## src/rtl/hrc_pkg.sv

```systemverilog
package hrc_pkg;

    localparam int LANES = 4;

    // window selection on word-address nibbles
    localparam logic [3:0] WIN_TOP = 4'hF;
    localparam logic [3:0] WIN_SUB = 4'h8;

    // report codes
    localparam logic [15:0] CODE_TID    = 16'h0000;
    localparam logic [15:0] CODE_TCNT   = 16'h0004;
    localparam logic [15:0] CODE_END    = 16'h0008;
    localparam logic [15:0] CODE_BENTER = 16'h000C;
    localparam logic [15:0] CODE_BEXIT  = 16'h0010;

    typedef enum logic [1:0] {
        ST_RUN  = 2'd0,
        ST_PASS = 2'd1,
        ST_FAIL = 2'd2
    } chk_state_e;

    typedef struct packed {
        logic [7:0]  hart;
        logic [15:0] code;
        logic [31:0] data;
    } report_t;

endpackage

```

## src/rtl/hrc_lane_merge.sv

```systemverilog
module hrc_lane_merge
    import hrc_pkg::*;
(
    input  logic        clk,
    input  logic        rst_n,
    input  logic        wr_valid,
    input  logic [31:2] wr_waddr,
    input  logic [3:0]  wr_be,
    input  logic [31:0] wr_data,
    output logic        rpt_valid,
    output report_t     rpt
);

    logic        in_window;
    logic        win_wr;
    logic [31:0] hold_q;
    logic [31:0] merged;

    assign in_window = (wr_waddr[31:28] == WIN_TOP) && (wr_waddr[27:24] == WIN_SUB);
    assign win_wr    = wr_valid && in_window;

    for (genvar b = 0; b < LANES; b++) begin : g_lane
        assign merged[8*b +: 8] = wr_be[b] ? wr_data[8*b +: 8] : hold_q[8*b +: 8];
    end

    always_ff @(posedge clk) begin
        if (!rst_n) begin
            hold_q    <= '0;
            rpt_valid <= 1'b0;
            rpt       <= '0;
        end else begin
            rpt_valid <= win_wr && wr_be[LANES-1];
            if (win_wr) begin
                hold_q <= merged;
            end
            if (win_wr && wr_be[LANES-1]) begin
                rpt.hart <= wr_waddr[23:16];
                rpt.code <= {wr_waddr[15:2], 2'b00};
                rpt.data <= merged;
            end
        end
    end

    // a report only follows a store that wrote the top lane
    p_act_needs_lane3_r2: assert property (@(posedge clk) disable iff (!rst_n)
        rpt_valid |-> $past(wr_valid && wr_be[LANES-1]));

endmodule

```

## config.mk

```make
export PLATFORM = sky130hd
export DESIGN_NAME = hrc_lane_merge
export DESIGN_NICKNAME = d
export VERILOG_FILES = /design/src/rtl/hrc_pkg.sv /design/src/rtl/hrc_lane_merge.sv
export SDC_FILE = /design/constraint.sdc
export NUM_CORES = 1
export LEC_CHECK = 0
export BUFFER_PORTS_ARGS = -buffer_cell sky130_fd_sc_hd__buf_2
export CAP_MARGIN = 20
export CORE_MARGIN = 2
export CORE_UTILIZATION = 25
export DETAILED_ROUTE_END_ITERATION = 10
export PLACE_DENSITY = 0.55
export REMOVE_ABC_BUFFERS = 1
export SLEW_MARGIN = 30
export SYNTH_ARGS = -nofsm -noshare
export SYNTH_HDL_FRONTEND = slang
export SYNTH_SLANG_ARGS = --single-unit
```

## constraint.sdc

```tcl
create_clock -name clk -period 3.45 [get_ports clk]
set_clock_uncertainty 0.2 [all_clocks]
set_input_delay 0.69 -clock clk [delete_from_list [all_inputs] [get_ports clk]]
set_output_delay 0.69 -clock clk [all_outputs]
set_load 0.01 [all_outputs]
```

* Word level (Yosys, flattened, before mapping) *
Cells that the tools add are included.

storage, ports and cells
  logic and storage cells = 14
  bits in registers = 87

cells by class
  equality and inequality tests = 2
  muxes and demuxes = 4
  reductions and logical operators = 3

operators with widths
  kind                  count
  $mux W8               4
  $eq A4 B4 Y1 const B  2
  $logic_and A1 B1 Y1   3

* Longest topological paths before layout *
Gate-level depths: netlist of the first run.

  depth in word-level cells = 4
  depth in mapped cells = 5

* Worst setup path after synthesis of the first run *
Ideal clock, no wire load.

  kind = input -> register
  start point = input wr_waddr[26] in the netlist's numbering
  end point = register rpt[10] in the netlist's numbering
  stages = 5
  data required time = 3132 ps
  library setup time = 118 ps
  buffers on the path = 2
  arrival = 1512 ps
  path slack = 1620 ps
  cell sequence = and4bb_4 > nand3_4 > buf_12 > buf_12 > mux2i_1

on the way
  longest elaborated chain between the ends = 4

ends and longest elaborated chain
  element              RTL line              RTL
  start: declaration   hrc_lane_merge.sv:7   input logic [31:2] wr_waddr,
  $eq A4 B4 Y1         hrc_lane_merge.sv:19  assign in_window = (wr_waddr[31:28] == WIN_TOP) && (wr_waddr[27:24] == WIN_SUB);
  $logic_and A1 B1 Y1  hrc_lane_merge.sv:19
  $logic_and A1 B1 Y1  hrc_lane_merge.sv:20  assign win_wr = wr_valid && in_window;
  $logic_and A1 B1 Y1  hrc_lane_merge.sv:36  if (win_wr && wr_be[LANES-1]) begin
  end: declaration     hrc_lane_merge.sv:11  output report_t rpt

Every way passes these cells.
A chain may end at the register's enable or synchronous reset.

* Worst setup path in the final report of the first run *
  start point = input wr_waddr[26] in the netlist's numbering
  end point = register rpt[42] in the netlist's numbering

The elaborated chain is that of the path after synthesis.

==> qor.yml, run 1 <==
status: "complete, no violations"
dr.pass1.iters: 3
cts_setup_buffers: 0
io_pins: 126
ir_drop_mv: 0.225
multi_input_area_sq_um: 1640
hold_viol: 0
dieArea_sq_um: 14800
clk_latency_ns: 0.33
path_class: "in2reg"
maxCapViolations: 0
start_util_pct: 25.3
crit_chain: "buf_2 -> and4bb_4 -> nand3_4 -> buf_12 -> mux2i_1"
critPathArrivalTime_ns: 2.12
design_area_sq_um: 4440
drv_slew: 0
syn-cell-area_sq_um: 3470
cts_hold_buf: 0
synth_cells: 352
place_congestion: 0.700
yosys.area.top_type: "dfxtp_1"
cts_buffers: 9
antenna_found_initial: 0
drive_above_1_share_pct: 36.4
ys_seq_elements: 79
totalWireLength_um: 7420
wl_per_cell_um: 11.5
final_cells: 644
overflow: 0
grt_pass1_vias: 2691
cp.required_ns: 3.46
clock_path_buffers: 2
post-route-worst-setup-slack_ns: 1.34
hold_path.class: "reg2reg"
place_ws_ns: 0.959
grt_usage_pct: 10.2
die-height_um: 122
io_buffer_count: 123
end_kind: "register"
rsz0062_at_grt: "no"
fin_crit_ns: 2.11
die_w_um: 122
nets: 529
ys_types: 17
tns_ns: 0
grt_start_max_net_pins: 62
rows: 43
core_area_sq_um: 13700
fin_util_pct: 32.4
cts-root-buf: "clkbuf_16"
tritoncts: "done"
hpwlAfterDp_um: 5280
max_freq_ghz: 0.473
insertedDiodeCount: 0
regArea_sq_um: 1580
grt_pass1_wl_um: 11900
area.growth.synth_to_final_pct: 28.0
synth-seq-area-share_pct: 45.6
vias_per_cell: 4.16
n_fill_cell: 1455
yosysTopAreaCellShare_pct: 45.6
worst_slew_pin_slew_ns: 0.556
cpPeakStageDelay_ns: 0.42
power_density_nw_per_um2: 465
rrSetupSlack_ns: 2.40
leakage_nw: 2.46
drt_iter0_drc: 62
cts_resized: 0
ys_warn_count: 0
crit_fanout: 29
place_inst: 629
whs_ns: 0.254
synthTopCellsByArea: "dfxtp_1, mux2i_1, nand2_1"
setup_viol: 0
cts_sinks: 79
relSlewSlack_pct: 63.0
p_total_mw: 2.07
ant_nets: 0
cpMaxStageDelayCell: "nand3_4"
htreeDepth: 3
min_period_over_period_pct: 61.2
startpoint_type: "input pin"
postPlaceCellArea_sq_um: 4110
avgSynthCellArea_sq_um: 9.86
vias: 2680
drcViolationCount: 0
clk_pin_slew_ns: 0.06
[cell usage after synthesis]
master	number
nand2_1	133
dfxtp_1	79
mux2i_1	78
mux2_2	24
clkbuf_1	13
buf_12	7
buf_2	5
buf_4	2
buf_6	2
nand3_4	2
and2b_4	1
and3_1	1
and4_1	1
and4bb_4	1
buf_1	1
conb_1	1
nor2_1	1
[flip-flops by register name (all words and copies together), names as in the netlist]
name and count:
hold_q 24, rpt 54, rpt_valid 1
[routing by layer]
metal	vias up	track usage, %	wire, um
li1	1360	-	-
met1	1242	11.2	3110
met2	67	17.9	3700
met3	11	2.72	447
met4	0	5.60	165
met5	-	0	0
[area by class of cell]
type                            instances  share of cell area (%)
Clock inverter                          3                    1.46
Sequential cell                        79                    35.6
Timing Repair Buffer                  126                    15.0
Multi-Input combinational cell        244                    36.9
Tap cell                              180                    5.07
Clock buffer                           12                    6.00
[cells by family (layout without fill, tap and decap cells)]
logic type / count (synthesis) / count (layout) / share of synthesized area (%)
simple gates: 140 / 140 / 16.7
mux: 102 / 102 / 30.3
flops: 79 / 79 / 45.6
buf+inv: 30 / 141 / 7.35
other cells: 1 / 2 / 0.108
[cell usage in the layout (no fill, tap or decap)]
cell type and instances:
buf_4 2, clkbuf_8 3, buf_12 2, dfxtp_1 79, mux2i_1 78, conb_1 2
clkbuf_16 9, clkinv_2 1, nor2_1 1, mux2_2 24, and4bb_4 1, nand3_4 2
and3_1 1, and4_1 1, buf_2 122, bufinv_16 2, and2b_4 1, nand2_1 133
[final timing paths]
path	end	cells after the start	startpoint
setup / recovery	rpt[42]	5	wr_waddr[26]
hold / removal	rpt[0]	2	rpt[0]
setup reg to reg	rpt[21]	3	hold_q[21]
hold reg to reg	rpt[0]	2	rpt[0]
[worst max-delay path: cells and delay by family]
family	cells	cell delay, ns
buffers and inverters	2	0.47
muxes	1	0.14
and+or+nand+nor	2	0.78
[power by group]
group | leakage, nW | internal [mW] | switching (mW)
sequential | 0.636 | 0.913 | 0.000246
clock | 0.165 | 0.687 | 0.355
combinational | 1.66 | 0.0559 | 0.0553
Note: power is estimated with default switching activity, not from simulation.
==> run 2, diff against run 1 <==
- ABC_AREA: unset -> 1
- clock period: 3.45 -> 2 ns (I/O delays scaled with it)
==> qor.yml, run 2 <==
p_total_mw: 3.25  # +57%
grt_start_max_net_pins: 63  # +1.6%
startpoint_type: "register"
regArea_sq_um: 1580  # unchanged
max_freq_ghz: 0.702
area.growth.synth_to_final_pct: 27.9  # about the same
totalWireLength_um: 8480  # +14%
drcViolationCount: 0  # unchanged
largest_reg_flops: 54  # unchanged
cts_resized: 0  # unchanged
hold_path.class: "in2reg"
nets: 668  # +26%
ys_warn_count: 0  # unchanged
multi_input_area_sq_um: 1420  # -13%
crit_family: "flip-flops"
drive_above_1_share_pct: 25.2  # -11 points
cpMaxStageDelayCell: "dfxtp_1"
synthTopCellsByArea: "dfxtp_1, nand2_1, nand3_1"
grt_usage_pct: 11.7  # +1.5 points
cpPeakStageDelay_ns: 0.35  # -0.07 ns
synthFlopType: "dfxtp_1"
clk_latency_ns: 0.33  # about the same
cts_hold_buf: 0  # unchanged
cts_sinks: 79  # unchanged
r2r_cells: 4  # +1
crit_cells: 1  # -4
rrSetupSlack_ns: 0.97  # -1.43 ns
leakage_nw: 2.35  # -4.5%
cts_buffers: 9  # unchanged
critical_path_buf_inv_count: 1  # -1
clock_path_buffers: 2  # unchanged
wl_per_cell_um: 10.8  # -6.0%
yosysMostFrequentCell: "nand2_1"
cts-root-buf: "clkbuf_16"
vias: 3199  # +19%
syn-cell-area_sq_um: 3490  # +0.50%
insertedDiodeCount: 0  # unchanged
final_common_cell: "nand2_1"
start_util_pct: 25.3  # +0.028 points
async_flop_share_pct: 0  # unchanged
grt_pass1_wl_um: 13700  # +15%
fin_crit_ns: 1.42
die_w_um: 122  # +0.25%
layout_common_cells: "nand2_1, buf_2, dfxtp_1"
maxCapViolations: 0  # unchanged
hpwlAfterDp_um: 5720  # +8.4%
ys_seq_elements: 79  # unchanged
min_period_over_period_pct: 71.2
synth-seq-area-share_pct: 45.3  # -0.23 points
cp.required_ns: 1.40  # -2.06 ns
power_density_nw_per_um2: 729  # +57%
cts_setup_buffers: 0  # unchanged
postPlaceCellArea_sq_um: 4200  # +2.3%
crit_chain: "buf_2"
synth-edff-count: 0  # unchanged
synth_commonest_cells: "nand2_1, dfxtp_1, inv_1, nand3_1, o21ai_0"
dieArea_sq_um: 14900  # +0.49%
tns_ns: 0  # unchanged
io_buffer_count: 123  # unchanged
place_congestion: 0.731  # +4.4%
ir_drop_mv: 0.331  # +47%
antenna_found_initial: 0  # unchanged
vias_per_cell: 4.09  # -1.8%
hold_viol: 0  # unchanged
crit_fanout: 2  # -93%
yosys.area.top_type: "dfxtp_1"
drt_iter0_drc: 90  # +45%
overflow: 0  # unchanged
regMostFlops: "rpt"
avgSynthCellArea_sq_um: 7.10  # -28%
rows: 43  # unchanged
drv_slew: 0  # unchanged
htreeDepth: 3  # unchanged
setup_viol: 0  # unchanged
status: "complete, no violations"
yosysTopAreaCellShare_pct: 45.3  # -0.23 points
hold_path_depth: 3  # +1
io_pins: 126  # unchanged
end_kind: "output pin"
core_area_sq_um: 13800  # +0.39%
ys_types: 20  # +3
die-height_um: 122  # +0.25%
design_area_sq_um: 4460  # +0.48%
reg_top3: "rpt x54, hold_q x24, rpt_valid x1"
whs_ns: 0.0529  # -0.201 ns
ant_nets: 0  # unchanged
path_class: "reg2out"
dr.pass1.iters: 4  # +1
rsz0062_at_grt: "no"
clk_pin_slew_ns: 0.06  # about the same
critPathArrivalTime_ns: 0.82  # -1.30 ns
n_fill_cell: 1520  # +4.5%
grt_pass1_vias: 2883  # +7.1%
tritoncts: "done"
synth_cells: 491  # +39%
run 2: cell count changes in the layout (fill, tap and decap cells not counted), moves of 23 or more:
cell,previous run,this run
nor2_1,1,32
mux2i_1,78,0
o21ai_0,0,44
nand4_1,0,23
inv_1,0,70
nand3_1,0,54
mux2_2,24,0
run 2: logic make-up after synthesis:
family	count (synthesis)	share of synthesized area, %
AND/OR/NAND/NOR	258	33.6
flip-flops	79	45.3
AO/OA/AOI/OAI	48	6.89
buffers and inverters	105	14.0
other	1	0.108
run 2: area by class of cell:
type                    count  share of cell area (%)
clock buffers              14                    5.69
clock inverters             1                   0.112
inverters                  70                    5.89
multi-input cells         308                    31.8
flip-flops and latches     79                    35.4
well taps                 180                    5.05
repair buffers            131                    16.0
run 2: final timing paths:
check / from / to
setup / recovery: rpt[55] / rpt[55]
hold reg to reg: rpt[45] / rpt[45]
hold / removal: wr_data[27] / rpt[27]
setup reg to reg: hold_q[18] / hold_q[18]
run 2: routing by layer:
metal  part of all wire (%)  global-route usage, %  wire length [um]
met3                    9.0                   3.42               764
met2                     41                   17.8              3480
met1                     48                   15.2              4090
met4                    1.7                   5.82               144
met5                      0                      0                 0
run 2: report_power, final:
part | switching, mW | internal [mW]
combinational | 0.117 | 0.0772
sequential | 0.000560 | 1.58
clock | 0.614 | 0.868
run 2: through the flow:
| step | worst slack, ns | util [%] | cells |
|---|---|---|---|
| after floorplan | 0.0987 | - | 457 |
| after global placement | 0.278 | 30.5 | 768 |
| after detailed placement | 0.260 | 30.5 | 768 |
| after CTS | 0.560 | 32.4 | 783 |
| after global routing | 0.516 | 32.4 | 783 |
| final | 0.576 | 32.4 | 783 |
==> run 3, diff against run 2 <==
- clock period: 2 -> 1.4 ns (I/O delays scaled with it)
==> qor.yml, run 3 (synthesis gave the netlist of run 2 again) <==
leakage_nw: 2.47  # +5.5%
rsz0062_at_grt: "no"
dr.pass1.iters: 4  # unchanged
crit_fanout: 2  # unchanged
io_buffer_count: 123  # unchanged
fin_crit_ns: 1.31
start_util_pct: 25.3  # unchanged
totalWireLength_um: 8890  # +4.8%
max_freq_ghz: 0.763
postPlaceCellArea_sq_um: 4270  # +1.6%
cts_sinks: 79  # unchanged
cts_setup_buffers: 0  # unchanged
r2r_cells: 4  # unchanged
grt_pass1_vias: 2949  # +2.3%
clock_path_buffers: 2  # unchanged
cts_hold_buf: 24  # +24
grt_pass1_wl_um: 14000  # +2.0%
drcViolationCount: 0  # unchanged
overflow: 0  # unchanged
startpoint_type: "register"
hold_path.startpoint: "wr_waddr[4]"
grt_start_max_net_pins: 63  # unchanged
die-height_um: 122  # unchanged
critPathArrivalTime_ns: 0.83  # about the same
core_area_sq_um: 13800  # unchanged
htreeDepth: 3  # unchanged
reg_top3: "rpt x54, hold_q x24, rpt_valid x1"
clk_pin_slew_ns: 0.06  # about the same
drive_above_1_share_pct: 25.3  # +0.11 points
place_congestion: 0.722  # -1.3%
cts-root-buf: "clkbuf_16"
cpMaxStageDelayCell: "dfxtp_1"
status: "complete, no violations"
crit_chain: "buf_2"
critical_path_buf_inv_count: 1  # unchanged
hold_path_depth: 3  # unchanged
insertedDiodeCount: 0  # unchanged
grt_usage_pct: 11.9  # +0.18 points
die_w_um: 122  # unchanged
antenna_found_initial: 0  # unchanged
cpPeakStageDelay_ns: 0.35  # about the same
design_area_sq_um: 4780  # +7.1%
end_kind: "output pin"
rrSetupSlack_ns: 0.38  # -0.59 ns
fin_util_pct: 34.7  # +2.3 points
r2r-start: "hold_q[4]"
ir_drop_mv: 0.577  # +75%
post-route-worst-setup-slack_ns: 0.0901  # -0.486 ns
hpwlAfterDp_um: 5820  # +1.7%
power_density_nw_per_um2: 987  # +36%
n_fill_cell: 1489  # -2.0%
hold_viol: 0  # unchanged
r2r-end: "hold_q[4]"
largest_reg_flops: 54  # unchanged
clk_latency_ns: 0.34  # about the same
drt_iter0_drc: 134  # +49%
tritoncts: "done"
maxCapViolations: 0  # unchanged
vias_per_cell: 4.15  # +1.6%
cp.required_ns: 0.92  # -0.48 ns
cts_resized: 0  # unchanged
wl_per_cell_um: 10.9  # +1.0%
rows: 43  # unchanged
whs_endpoint: "rpt[36]"
multi_input_area_sq_um: 1420  # unchanged
ant_nets: 0  # unchanged
dieArea_sq_um: 14900  # unchanged
vias: 3369  # +5.3%
layout_common_cells: "nand2_1, buf_2, dfxtp_1"
drv_slew: 0  # unchanged
regArea_sq_um: 1580  # unchanged
hold_path.class: "in2reg"
place_ws_ns: -0.137  # -0.398 ns
min_period_over_period_pct: 93.6
io_pins: 126  # unchanged
regMostFlops: "rpt"
setup_viol: 0  # unchanged
nets: 696  # +4.2%
cts_buffers: 9  # unchanged
area.growth.synth_to_final_pct: 37.0
final_common_cell: "nand2_1"
path_class: "reg2out"
crit_family: "flip-flops"
run 3: changes by cell type in the layout (fill, tap and decap cells not counted), sizes merged:
cell,delta
clkinvlp,+3
clkbuf,-4
buf,+4
dlygate4sd3,+24
clkinv,+2
run 3: worst reg2reg max path, cell delays in order (launching register included):
cell and delay, ns:
dfxtp_1 0.30, inv_1 0.04, o21ai_0 0.20, o21ai_0 0.12, nor2_1 0.10
run 3: cell type report:
type                       count  area share, %
inverter                      70           5.50
multi-input combinational    308           29.7
clock inverter                 6          0.786
clock buffer                  10           4.79
tap                          180           4.71
timing repair buffer         159           21.4
sequential                    79           33.1
run 3: per-stage QoR:
| stage | cells | hold WS (ns) | total power [mW] | TNS (ns) |
|---|---|---|---|---|
| 3_5_place_dp | 772 | 0.256 | 2.59 | -7.39 |
| 5_1_grt | 812 | 0.0352 | 4.94 | 0 |
| 2_1_floorplan | 457 | 0.183 | 2.39 | -19.57 |
| 6_report | 812 | 0.0376 | 4.72 | 0 |
| 3_3_place_gp | 772 | 0.251 | 2.60 | -7.51 |
| 4_1_cts | 812 | 0.0227 | 4.84 | 0 |
run 3: metal layers:
metal | part of all wire [%] | wire length (um) | vias to the layer above | global-route usage, %
met5 | 0 | 0 | - | 0
met4 | 2.1 | 189 | 0 | 5.82
met3 | 7.6 | 672 | 14 | 3.18
met2 | 42 | 3730 | 109 | 18.2
met1 | 48 | 4300 | 1437 | 15.6
li1 | - | - | 1809 | -
run 3: worst max path at each step:
stage                       from    endpoint  slack (ns)  depth (start not counted)
floorplan           wr_waddr[29]  hold_q[10]       -0.38                          5
global placement    wr_waddr[25]     rpt[46]       -0.12                          7
detailed placement  wr_waddr[24]      rpt[4]       -0.14                          9
CTS                       rpt[3]      rpt[3]        0.08                          1
global route              rpt[5]      rpt[5]        0.06                          1
finish                   rpt[50]     rpt[50]        0.09                          1
run 3: report_power, final:
part	leakage [nW]	switching, mW	internal (mW)	total, mW
Combinational	1.71	0.179	0.163	0.343
Sequential	0.636	0.000807	2.25	2.25
Clock	0.124	0.933	1.19	2.12
